<file path="src/rtl/pkq_pkg.sv">
// Package: shared types of the qualified peak detector.
// Assumes: nothing beyond IEEE 1800-2017.
package pkq_pkg;
    // Direction of the last sample-to-sample difference
    typedef enum logic [1:0] {
        SLOPE_FLAT = 2'd0,
        SLOPE_UP   = 2'd1,
        SLOPE_DOWN = 2'd2
    } slope_e;
endpackage

</file>
<file path="src/rtl/pkq_slope.sv">
// Module: pkq_slope
// Keeps the previous sample and the sign of the last difference. It flags a
// slope zero-crossing when the current valid sample ends a rise or a fall.
// Assumes: samples are signed two's complement; the history moves only on smp_vld.
module pkq_slope
    import pkq_pkg::*;
#(
    parameter int W = 8
) (
    input  logic                clk,
    input  logic                rst_n,
    input  logic                smp_vld,
    input  logic signed [W-1:0] smp,
    output logic                cand_pos,
    output logic                cand_neg,
    output logic signed [W-1:0] peak
);
    localparam int DW = W + 1;

    logic signed [W-1:0]  prev_smp;
    logic                 hist_ok;
    slope_e               slope_q;
    logic signed [DW-1:0] diff;

    // Difference between the current and the previous sample, one bit wider
    always_comb begin
        diff = $signed({smp[W-1], smp}) - $signed({prev_smp[W-1], prev_smp});
    end

    // Crossing test against the slope left by the previous difference
    always_comb begin
        cand_pos = smp_vld && hist_ok && (slope_q == SLOPE_UP)   && (diff <= 0);
        cand_neg = smp_vld && hist_ok && (slope_q == SLOPE_DOWN) && (diff >= 0);
        peak     = prev_smp;
    end

    // History update on each valid sample
    always_ff @(posedge clk) begin
        if (!rst_n) begin
            prev_smp <= '0;
            hist_ok  <= 1'b0;
            slope_q  <= SLOPE_FLAT;
        end else if (smp_vld) begin
            prev_smp <= smp;
            hist_ok  <= 1'b1;
            if (!hist_ok)
                slope_q <= SLOPE_FLAT;
            else if (diff > 0)
                slope_q <= SLOPE_UP;
            else if (diff < 0)
                slope_q <= SLOPE_DOWN;
            else
                slope_q <= SLOPE_FLAT;
        end
    end
endmodule

</file>
<file path="src/rtl/pkq_qualify.sv">
// Module: pkq_qualify
// Compares the magnitude of a signed peak value with an unsigned threshold
// (inclusive).
// Assumes: the magnitude of the most negative value is representable in W bits.
module pkq_qualify #(
    parameter int W = 8
) (
    input  logic signed [W-1:0] peak,
    input  logic        [W-1:0] thresh,
    output logic                pass
);
    localparam int MW = W + 1;

    logic signed [MW-1:0] ext;
    logic        [MW-1:0] mag;

    // Magnitude in one extra bit, then the inclusive compare
    always_comb begin
        ext  = $signed({peak[W-1], peak});
        mag  = ext[MW-1] ? MW'(-ext) : MW'(ext);
        pass = (mag >= {1'b0, thresh});
    end
endmodule

</file>
<file path="src/rtl/pkq_polarity.sv">
// Module: pkq_polarity
// Registers the decision strobes and remembers the polarity of the last
// accepted peak, so that a repeated polarity can be flagged.
// Assumes: cand_pos and cand_neg are never high together.
module pkq_polarity (
    input  logic clk,
    input  logic rst_n,
    input  logic cand_pos,
    input  logic cand_neg,
    input  logic pass,
    output logic one_pulse,
    output logic one_neg,
    output logic rej_pulse,
    output logic pol_err
);
    logic cand;
    logic accept;
    logic last_ok;
    logic last_neg;

    // Candidate present and its acceptance
    always_comb begin
        cand   = cand_pos || cand_neg;
        accept = cand && pass;
    end

    // Output strobes and the remembered polarity
    always_ff @(posedge clk) begin
        if (!rst_n) begin
            one_pulse <= 1'b0;
            one_neg   <= 1'b0;
            rej_pulse <= 1'b0;
            pol_err   <= 1'b0;
            last_ok   <= 1'b0;
            last_neg  <= 1'b0;
        end else begin
            one_pulse <= accept;
            rej_pulse <= cand && !pass;
            one_neg   <= cand_neg;
            pol_err   <= accept && last_ok && (last_neg == cand_neg);
            if (accept) begin
                last_ok  <= 1'b1;
                last_neg <= cand_neg;
            end
        end
    end
endmodule

</file>
<file path="src/rtl/peak_qualifier.sv">
// Module: peak_qualifier (top)
// Sampled peak detector: slope zero-crossing, amplitude qualification and
// polarity tracking, with registered one-cycle output strobes.
// Assumes: one sample at most per clock, marked by smp_vld.
module peak_qualifier #(
    parameter int W = 8
) (
    input  logic                clk,
    input  logic                rst_n,
    input  logic                smp_vld,
    input  logic signed [W-1:0] smp,
    input  logic        [W-1:0] thresh,
    output logic                one_pulse,
    output logic                one_neg,
    output logic                rej_pulse,
    output logic                pol_err
);
    logic                cand_pos;
    logic                cand_neg;
    logic signed [W-1:0] peak;
    logic                pass;

    pkq_slope #(.W(W)) u_slope (
        .clk      (clk),
        .rst_n    (rst_n),
        .smp_vld  (smp_vld),
        .smp      (smp),
        .cand_pos (cand_pos),
        .cand_neg (cand_neg),
        .peak     (peak)
    );

    pkq_qualify #(.W(W)) u_qual (
        .peak   (peak),
        .thresh (thresh),
        .pass   (pass)
    );

    pkq_polarity u_pol (
        .clk       (clk),
        .rst_n     (rst_n),
        .cand_pos  (cand_pos),
        .cand_neg  (cand_neg),
        .pass      (pass),
        .one_pulse (one_pulse),
        .one_neg   (one_neg),
        .rej_pulse (rej_pulse),
        .pol_err   (pol_err)
    );
endmodule

</file>
<file path="config.mk">
export PLATFORM = sky130hd
export DESIGN_NAME = peak_qualifier
export DESIGN_NICKNAME = d
export VERILOG_FILES = /design/src/rtl/pkq_pkg.sv /design/src/rtl/pkq_slope.sv /design/src/rtl/pkq_qualify.sv /design/src/rtl/pkq_polarity.sv /design/src/rtl/peak_qualifier.sv
export SDC_FILE = /design/constraint.sdc
export NUM_CORES = 1
export LEC_CHECK = 0
export BUFFER_PORTS_ARGS = -buffer_cell sky130_fd_sc_hd__clkbuf_2
export CORE_MARGIN = 4
export CORE_UTILIZATION = 49
export DETAILED_ROUTE_END_ITERATION = 8
export GPL_TIMING_DRIVEN = 0
export PLACE_DENSITY_LB_ADDON = 0.3
export SLEW_MARGIN = 20
export SYNTH_ARGS = -nofsm -noshare
export SYNTH_HDL_FRONTEND = slang
export SYNTH_SLANG_ARGS = --single-unit
</file>
<file path="constraint.sdc">
create_clock -name clk -period 3.1 [get_ports clk]
set_input_delay 0.62 -clock clk [delete_from_list [all_inputs] [get_ports clk]]
set_output_delay 0.62 -clock clk [all_outputs]
set_load 0.005 [all_outputs]
</file>
; Word level (Yosys, flattened, before mapping)
; Cells that the tools add are included.
[word_totals]
reg_bits = 17
in_bits = 19
out_inout_bits = 4
wordCells = 34
[op_classes]
n_addsub = 2
order_cmp = 5
n_eq_ne = 3
mux = 4
reduce_logical = 11
[ops]
columns = op, count
row1 = $ge A9 B1 Y1 const B, 1
row2 = $ge A9 B8 Y1, 1
row3 = $gt A9 B1 Y1 const B, 1
row4 = $le A9 B1 Y1 const B, 1
row5 = $logic_and A1 B1 Y1, 9
row6 = $lt A9 B1 Y1 const B, 1
row7 = $mux W9, 1
row8 = $neg A8 Y9, 1
row9 = $sub A8 B8 Y9, 1
row10 = $mux W2, 3
row11 = $eq A2 B1 Y1 const B, 1
row12 = $eq A2 B2 Y1 const B, 1
row13 = $eq A1 B1 Y1, 1
row14 = $logic_not A1 Y1, 1
row15 = $logic_or A1 B1 Y1, 1

; Depth between registers and ports, before layout
; Gate-level depths: netlist of the first run.
[depth]
ltp_word = 7
ltp_mapped = 13
mapped_depth_nobuf = 13

; Modules after synthesis
; From an unflattened synthesis of the first run, not the netlist that was laid out.
[unflattened]
cells_unflattened = 157
hier_area_um2 = 1352.5
[by_module_without_submodules]
columns = module, instances, cells_per_inst, area_per_inst_um2, seq_area_each_um2
row1 = pkq_slope, 1, 94, 812.0, 220.2
row2 = pkq_qualify, 1, 43, 332.8, 0.0
row3 = pkq_polarity, 1, 20, 207.7, 120.1

; Least setup slack after synthesis of the first run
; OpenSTA, ideal clock, no wires.
[synth_timing]
kind = input to register
start = input port smp[5]
end = register u_slope.slope_q[0]
setup_time_ps = 116
arrival_ps = 2540
required_ps = 2984
path_slack_ps = 443
stages = 7
path_buffers = 0
path_cell_list = ha_1 -> a211o_1 -> o221a_1 -> or3_1 -> a2111oi_2 -> nor2_1 -> a41o_1
[synth_via]
elab_chain_len = 4
[synth_rtl]
columns = element, line_no
row1 = start: declaration, peak_qualifier.sv:11  ; input logic signed [W-1:0] smp,
row2 = $sub A8 B8 Y9, pkq_slope.sv:27  ; diff = $signed({smp[W-1], smp}) - $signed({prev_smp[W-1], prev_smp});
row3 = $gt A9 B1 Y1, pkq_slope.sv:48  ; else if (diff > 0)
row4 = $mux W2, pkq_slope.sv:48
row5 = $mux W2, pkq_slope.sv:46  ; if (!hist_ok)
row6 = end signal: assignment, pkq_slope.sv:47  ; slope_q <= SLOPE_FLAT;
row7 = end signal: assignment, pkq_slope.sv:49  ; slope_q <= SLOPE_UP;
row8 = end signal: assignment, pkq_slope.sv:51  ; slope_q <= SLOPE_DOWN;
row9 = end: declaration, pkq_slope.sv:22  ; slope_e slope_q;
; No other way between the ends.
; A chain may end at the register's enable or synchronous reset.

; Final worst setup path of the first run
[layout_timing]
start = register u_slope.prev_smp[5] (netlist: u_slope.peak[5])
end = register u_slope.slope_q[0]
[layout_via]
elab_chain_len = 4
[layout_rtl]
columns = element, line_no
row1 = start: declaration, pkq_slope.sv:20  ; logic signed [W-1:0] prev_smp;
row2 = start signal: assignment, pkq_slope.sv:44  ; prev_smp <= smp;
row3 = $sub A8 B8 Y9, pkq_slope.sv:27
row4 = $gt A9 B1 Y1, pkq_slope.sv:48
row5 = $mux W2, pkq_slope.sv:48
row6 = $mux W2, pkq_slope.sv:46
; No other way between the ends.

==> results of run 1 <==
registers in the layout, indices dropped and copies added, names as in the netlist:
name,flops
u_pol.last_neg,1
u_pol.one_pulse,1
u_slope.slope_q,2
u_pol.pol_err,1
u_pol.last_ok,1
u_pol.rej_pulse,1
u_pol.one_neg,1
u_slope.hist_ok,1
u_slope.peak,8
layout make-up:
class                      count  share of cell area, %
clock inverter                 1                 0.3398
clock buffer                   3                  1.529
tap                           30                  2.549
multi-input combinational    114                  59.47
buffer                         3                  1.529
sequential                    17                  23.11
timing repair buffer          21                  7.137
inverter                      17                  4.333
cells by family after synthesis:
logic type | after synthesis
simple gates | 49
fa+ha+maj | 17
xor+xnor | 7
buf+inv | 20
flops | 17
compound gates | 33
mux | 8
cell usage in the layout (no fill, tap or decap), types with 3 or more instances in the layout:
master,Yosys,final
clkbuf_4,0,3
inv_1,17,17
ha_1,17,17
mux2i_1,8,8
a21oi_1,3,3
nor2b_1,10,10
o21ai_0,8,8
clkbuf_2,0,21
nor2_1,4,4
nand3_1,4,4
xnor2_1,7,7
a21o_1,3,3
nand2_1,11,11
dfxtp_1,17,17
nand2b_1,3,3
routing by layer:
metal  up-vias  GRT usage (%)  routed length, µm
li1        594              -                  -
met1       529          18.22               1137
met2        30          30.27               1341
met3         8          2.614                126
met4         0          6.329                 65
met5         -              0                  0
power breakdown:
part,internal [W],total (W),switching [W]
sequential,0.000227,0.000235,0.00000842
clock,0.0000479,0.000116,0.0000684
combinational,0.0000732,0.000155,0.0000820
total,0.000348,0.000507,0.000159
worst paths after layout:
kind                                    startpoint                  to  slack, ns  depth (start not counted)
worst min-delay path            u_slope.slope_q[1]  u_slope.slope_q[1]       0.51                          2
worst max-delay path               u_slope.peak[5]  u_slope.slope_q[0]       0.45                          8
worst max register to register     u_slope.peak[5]  u_slope.slope_q[0]       0.45                          8
worst min register to register  u_slope.slope_q[1]  u_slope.slope_q[1]       0.51                          2
stage by stage:
stage                     instances  instance area [µm²]
after CTS                       206                 1473
after detailed placement        202                 1445
after global placement          202                 1445
after floorplan                 151                 1303
final                           206                 1473
after global routing            206                 1473
worst max-delay path, stage by stage (launching register included):
cell	delay [ns]
dfxtp_1	0.39
inv_1	0.07
ha_1	0.33
a211o_1	0.27
o221a_1	0.29
or3_1	0.33
a2111oi_2	0.46
nor2_1	0.15
a41o_1	0.27
==> impl_metrics.ini, run 1 <==
[timing]
fin_ws_ns = 0.4532
finalSetupViolCount = 0
tightest_slew_ns = 0.6136
finClkSkew_ns = 0.002526
slew_headroom_pct = 58.74
finalCritPeriodShare_pct = 85.38
max_freq_mhz = 377.8
whs_ns = 0.5074
setup_tns_ns = 0
min_period_ns = 2.647
report.final.slew_viol_count = 0
hold_violations = 0
rsz0062_at_grt = no

[yosys]
syn_area_um2 = 1302
synth_mux_area_share_pct = 6.148
synth.largest_area_cell = dfxtp_1
seq_area_frac_synth_pct = 26.13
syn_nets = 187
ys_top_cells_by_area = dfxtp_1, ha_1, mux2i_1
netlist.area_leader.share_pct = 26.13
synth_compound_area_share_pct = 18.64
synthDistinctLibCells = 43
yosysWarnings = 0
synth.avg_cell_area_um2 = 8.626
synth_edf_count = 0
yosys_most_used_dff = dfxtp_1
synth_top_family_by_area = simple AND/OR/NAND/NOR gates
synth-simple-area-share_pct = 21.42
async_flop_share_pct = 0
yosys_register_bits = 17
synth-xor-area-share_pct = 4.707
synthAdderAreaFrac_pct = 16.33
netlist_instances = 151
synth_commonest_cells = dfxtp_1, ha_1, inv_1

[outcome]
status = finished, final reports clean

[cts]
cts-buffers-inserted = 3
cts_resized = 0
cts_max_level = 1
cts_max_path_buffers = 2
post_cts_buffers = 0
cts_hold_buf = 0
cts_root_buf = clkbuf_4
clk_latency_ns = 0.29
cts_tree = built
clkTransAtPathRegs_ns = 0.10
clock_sinks = 17

[setup_path]
arrival_ns = 2.84
setup.worst_path.class = reg2reg
cp_max_fo = 5
cp.required_ns = 3.29
end_kind = register
crit_path_start_kind = register

[floorplanning]
die-area_um2 = 3547
initial_core_util_pct = 52.10
coreArea_um2 = 2500
ios = 23
die_w_um = 59.56
row_count = 18
die_h_um = 59.56

[layout]
seq_area_um2 = 340.3
layout-drive-gt1-share_pct = 17.05
post-route-util_pct = 58.91
multi_input_area_um2 = 875.8
nets = 213
diodes = 0
fill_cells = 227
area_growth_pct = 13.06

[drt]
dr.pass1.iters = 4
remaining_drc_errors = 0
wl_um = 2670
ant_nets = 0
initialDrtViolationCount = 15
vias = 1161
viasPerCell = 5.636
wire_per_inst_um = 12.96

[pwr]
total_power_w = 0.0005066
power.density_nw_per_um2 = 344.0
cellLeakagePower_nw = 0.7005
ir_drop_uv = 264.2

[placed_design]
portBuffers = 21
dp_hpwl_um = 2309
gp_congestion = 0.7432
pre_cts_ws_ns = 0.1667

[flow_run]
cap_viol_max_count = 0

[global_routing]
grt_usage_pct = 16.28
grt_max_degree = 11
antenna_found_initial = 0
gr-total-overflow = 0
grt_pass1_wl_um = 4519
grt_pass1_vias = 1134

[hold_path]
min_path_type = reg2reg
Note: power is estimated with default switching activity, not from simulation.
==> run 2, diff against run 1 <==
ABC_AREA = 1   (was not set)
SLEW_MARGIN = not set   (was 20)
==> run 2 against run 1 <==
Net effect: sequential power about the same; count of clock-buffer cells in the layout unchanged; core utilization decreased by 1.5 points; fmax increased by 23%; critical path depth increased by 5; synthesized cell count increased by 39%; combinational power increased by 28%; non-clock buffer count unchanged; global-route usage decreased by 1.6 points; critical endpoint is now u_pol.pol_err; largest cell class unchanged.
==> impl_metrics.ini, run 2 <==
[timing]
rsz0062_at_grt = no
finalCritPeriodShare_pct = 69.59
report.final.slew_viol_count = 0
finClkSkew_ns = 0.01922
min_period_ns = 2.157
fin_ws_ns = 0.9427
tightest_slew_ns = 0.3753
whs_ns = 0.4596
hold_violations = 0
slew_headroom_pct = 74.98
max_freq_mhz = 463.5
setup_tns_ns = 0
finalSetupViolCount = 0

[layout]
layout-drive-gt1-share_pct = 18.22
final_cell_area_um2 = 1569
fill_cells = 289
diodes = 0
largest_reg_flops = 8
seq_area_um2 = 340.3
layout_commonest_cell = nand2_1
most-common-layout-cells = nand2_1, inv_1, clkbuf_2, ha_1, dfxtp_1
nets = 273
final_cells = 267
multi_input_area_um2 = 887.1
area_growth_pct = 12.67

[cts]
cts_hold_buf = 0
cts_tree = built
cts_resized = 0
clkTransAtPathRegs_ns = 0.11
cts_max_level = 1
clk_latency_ns = 0.29
post_cts_buffers = 0
cts_max_path_buffers = 2
cts_root_buf = clkbuf_4
clock_sinks = 17
cts-buffers-inserted = 3

[drt]
wl_um = 2408
dr.pass1.iters = 4
ant_nets = 0
remaining_drc_errors = 0
initialDrtViolationCount = 42
vias = 1281
wire_per_inst_um = 9.019
viasPerCell = 4.798

[setup_path]
arrival_ns = 2.40
slowest_stage = dfxtp_1
end_kind = register
cp_cell_sequence = inv_1 -> ha_1 -> o21ai_0 -> o22ai_1 -> ha_1 -> nand2_1 -> o211ai_1 -> nand3_1 -> a21oi_1 -> o21ai_0 -> nand2_1 -> nand3_2 -> nor2_2
crit_family = compound AO/OA/AOI/OAI gates
setup.worst_path.class = reg2reg
critical_path.max_stage_delay_ns = 0.38
cp_num_buf_inv = 1
cp.required_ns = 3.34
cp_max_fo = 4
crit_path_start_kind = register

[yosys]
synth-simple-area-share_pct = 32.26
synth-xor-area-share_pct = 2.516
ys_top_cells_by_area = dfxtp_1, ha_1, nand2_1
seq_area_frac_synth_pct = 24.44
synth.avg_cell_area_um2 = 6.631
synth_edf_count = 0
netlist.area_leader.share_pct = 24.44
synth.largest_area_cell = dfxtp_1
synth_commonest_cells = nand2_1, inv_1, dfxtp_1, ha_1, a21oi_1
synth_top_family_by_area = simple AND/OR/NAND/NOR gates
yosysWarnings = 0
yosys_register_bits = 17
async_flop_share_pct = 0
syn_nets = 246
synthAdderAreaFrac_pct = 15.27
yosys_most_used_dff = dfxtp_1
synth_mux_area_share_pct = 0
netlist_instances = 210
synth_compound_area_share_pct = 13.66
synthDistinctLibCells = 28
synth.most_common_cell = nand2_1
syn_area_um2 = 1393

[global_routing]
antenna_found_initial = 0
grt_pass1_wl_um = 4319
grt_usage_pct = 14.71
gr-total-overflow = 0
grt_pass1_vias = 1110
grt_max_degree = 11

[placed_design]
pre_cts_ws_ns = 0.8867
portBuffers = 22
place_inst = 263
dp_hpwl_um = 2105
placed_area_um2 = 1541
gp_congestion = 0.8542

[pwr]
power.density_nw_per_um2 = 348.6
cellLeakagePower_nw = 0.8731
ir_drop_uv = 250.7

[floorplanning]
die_w_um = 61.31
initial_core_util_pct = 50.94
row_count = 19
coreArea_um2 = 2734
die-area_um2 = 3759
ios = 23
die_h_um = 61.31

[flow_run]
cap_viol_max_count = 0

[hold_path]
min_path_type = reg2reg

[outcome]
status = finished, final reports clean
==> run 2: cell count changes in the layout (fill, tap and decap cells not counted), moves of 4 or more <==
| cell | previous run | this run |
|---|---|---|
| nor2_1 | 4 | 11 |
| mux2i_1 | 8 | 0 |
| nor2_2 | 0 | 4 |
| nand2_1 | 11 | 52 |
| nand3_1 | 4 | 10 |
| xnor2_1 | 7 | 0 |
| inv_1 | 17 | 40 |
| nand2_2 | 0 | 7 |
| nor2b_1 | 10 | 0 |
| xor2_1 | 0 | 4 |
| a21oi_1 | 3 | 15 |
==> run 2: metrics by stage <==
| step | utilization (%) | power (W) |
|---|---|---|
| final | 57.39 | 0.0005469 |
| after global routing | 57.39 | 0.0005998 |
| after CTS | 57.39 | 0.0005515 |
| after detailed placement | 56.38 | 0.0004388 |
| after global placement | 56.38 | 0.0004359 |
| after floorplan | - | 0.0003968 |
==> run 2: kinds of logic (layout without fill, tap and decap cells) <==
| group | count (synthesis) | in the layout |
|---|---|---|
| AOI/OAI and AO/OA | 32 | 32 |
| xor gates and xnor gates | 4 | 4 |
| adders and majority gates | 17 | 17 |
| buffers and inverters | 44 | 70 |
| DFF | 17 | 17 |
| and+or+nand+nor | 96 | 96 |
==> run 2: layout make-up <==
class	count	share of cell area (%)
multi-input combinational	149	56.54
sequential	17	21.69
inverter	42	10.05
timing repair buffer	22	7.018
tap	31	2.472
clock buffer	3	1.435
buffer	2	0.4785
clock inverter	1	0.3190
==> run 2: worst min-delay path, stage by stage, from the launching register on <==
cell     delay [ns]
dfxtp_1        0.33
nand2_1        0.05
nand2_1        0.04
==> run 2: worst paths after layout <==
| path | from | endpoint | slack, ns | cells after the start |
|---|---|---|---|---|
| worst min register to register | u_pol.last_ok | u_pol.last_ok | 0.46 | 2 |
| worst max register to register | u_slope.peak[0] | u_pol.pol_err | 0.94 | 13 |
| worst min-delay path | u_pol.last_ok | u_pol.last_ok | 0.46 | 2 |
| worst max-delay path | u_slope.peak[0] | u_pol.pol_err | 0.94 | 13 |
==> run 2: routing by layer <==
layer,up-vias,wire [µm],track usage (%)
met4,0,17,3.715
met5,-,0,0
met3,2,91,2.306
li1,725,-,-
met2,20,1092,25.53
met1,534,1208,18.92
==> run 2: power by group <==
part	total [W]	switching (W)	internal, W
sequential	0.000235	0.00000733	0.000228
combinational	0.000198	0.000118	0.0000800
clock	0.000114	0.0000660	0.0000478
==> run 3, diff against run 2 <==
clock period = 1.9 ns   (was 3.1 ns; I/O delays follow)
==> run 3 against run 2 <==
Net effect: the run now ends with setup timing left; register-to-register slack lost 1.1 ns; final cell count rose by 2.2%; die area unchanged; non-clock buffer count grew 6; clock power rose by 67%; power up 84%; sequential share of layout area is 2.3 points lower; core utilization up 8.3 points; combinational power is 120% higher; first-iteration DRC count down 2.4%; fmax is 4.9% higher; critical path type unchanged; largest cell class unchanged.
==> impl_metrics.ini, run 3 (same netlist as run 2, synthesis figures left out) <==
[layout]
final_cells = 273
diodes = 0
nets = 279
largest_reg_flops = 8
area_growth_pct = 29.02
layout-drive-gt1-share_pct = 33.47
layout_commonest_cell = nand2_1
most-common-layout-cells = nand2_1, inv_1, clkbuf_2, dfxtp_1
post-route-util_pct = 65.72

[timing]
max_freq_mhz = 486.4
hold_violations = 0
finalCritPeriodShare_pct = 108.2
slew_headroom_pct = 72.78
min_period_ns = 2.056
fin_ws_ns = -0.1559
finClkSkew_ns = 0.01567
finalSetupViolCount = 5
report.final.slew_viol_count = 0
tightest_slew_ns = 0.4082
rsz0062_at_grt = yes

[outcome]
failed_checks = setup timing
status = finished with violations

[cts]
cts_max_path_buffers = 2
cts_tree = built
clock_sinks = 17
cts_root_buf = clkbuf_4
clk_latency_ns = 0.29
cts_hold_buf = 0
cts-buffers-inserted = 3
clkTransAtPathRegs_ns = 0.11
cts_max_level = 1

[drt]
wire_per_inst_um = 11.70
remaining_drc_errors = 0
wl_um = 3195
dr.pass1.iters = 4
viasPerCell = 5.055
vias = 1380
ant_nets = 0
initialDrtViolationCount = 41

[placed_design]
place_inst = 263
portBuffers = 22
dp_hpwl_um = 2218
pre_cts_ws_ns = -0.2186
gp_congestion = 0.8707

[setup_path]
setup.worst_path.class = reg2reg
ff2ff_setup_slack_ns = -0.16
slowest_stage = dfxtp_2
crit_start = u_slope.peak[1]
timing.rr.end = u_pol.last_ok
cp.required_ns = 2.10
arrival_ns = 2.25
cp.depth = 13
crit_family = simple AND/OR/NAND/NOR gates
crit_path_start_kind = register
critical_path.max_stage_delay_ns = 0.34
end_kind = register
cp_max_fo = 4
reg2reg_from = u_slope.peak[1]
worstRegToRegCells = 13
cp_cell_sequence = inv_2 -> ha_4 -> inv_4 -> nor2_4 -> nand3_2 -> nand2_2 -> xor2_1 -> ha_1 -> a21o_1 -> o21ai_1 -> nand2_2 -> nand3_2 -> nand2_1
cp_num_buf_inv = 2

[global_routing]
grt_max_degree = 11
met3_usage_pct = 1.677
global_route.usage.met1_pct = 19.90
grt_pass1_wl_um = 4774
grt_pass1_vias = 1221
antenna_found_initial = 0
gr-total-overflow = 0
grt.busiest_layer = met2
grt_usage_pct = 16.80
use_met2_pct = 29.91

[floorplanning]
initial_core_util_pct = 50.94
coreArea_um2 = 2734
die_w_um = 61.31
die_h_um = 61.31
ios = 23
die-area_um2 = 3759
row_count = 19

[pwr]
ir_drop_uv = 402.4
cellLeakagePower_nw = 0.9098
power.density_nw_per_um2 = 560.2

[hold_path]
whs_endpoint = u_slope.peak[0]
min_path_type = in2reg
holdPathStages = 3
min_from = smp[0]

[flow_run]
cap_viol_max_count = 0
-- run 3: what timing repair did --
| item | CTS | global route |
|---|---|---|
| setup buffers | 3 | 3 |
| endpoints found under the setup margin | 5 | 7 |
| pin swaps | 7 | 11 |
| resized for setup | 8 | 25 |
| hold endpoints to repair | 0 | 0 |
-- run 3: power breakdown --
group / internal [W] / switching, W / total, W
clock: 0.0000783 / 0.000111 / 0.000190
sequential: 0.000372 / 0.0000161 / 0.000389
combinational: 0.000187 / 0.000241 / 0.000428
total: 0.000638 / 0.000369 / 0.00101
-- run 3: worst min-delay path: stages --
cell      delay (ns)
clkbuf_2        0.08
inv_1           0.07
a21oi_1         0.07
-- run 3: area by class of cell --
class	count	area, µm²
Buffer	2	7.507
Clock buffer	3	22.52
Clock inverter	1	5.005
Fill cell	252	937.1
Inverter	42	163.9
Multi-Input combinational cell	149	1056
Sequential cell	17	347.8
Tap cell	31	38.79
Timing Repair Buffer	28	155.1
-- run 3: per-layer routing --
metal	share of wire, %	vias to the layer above
li1	-	734
met1	45	619
met2	50	23
met3	2.6	4
met4	1.7	0
met5	0	-
-- run 3: how the worst max path moves through the flow --
stage,to,slack [ns]
floorplan,u_pol.last_ok,0.001
global placement,u_pol.last_ok,-0.17
detailed placement,u_pol.last_ok,-0.22
CTS,u_pol.last_neg,-0.12
global route,u_pol.last_neg,-0.27
finish,u_pol.last_ok,-0.16
-- run 3: per-stage QoR --
stage	total power [W]	hold slack (ns)	TNS (ns)	cell area, µm²
after floorplan	0.0006512	0.4227	0	1399
after global placement	0.0007154	0.4377	-0.7127	1548
after detailed placement	0.0007227	0.4490	-0.9080	1548
after CTS	0.0009289	0.3357	-0.4587	1628
after global routing	0.001089	0.3612	-1.180	1797
final	0.001006	0.3484	-0.5676	1797
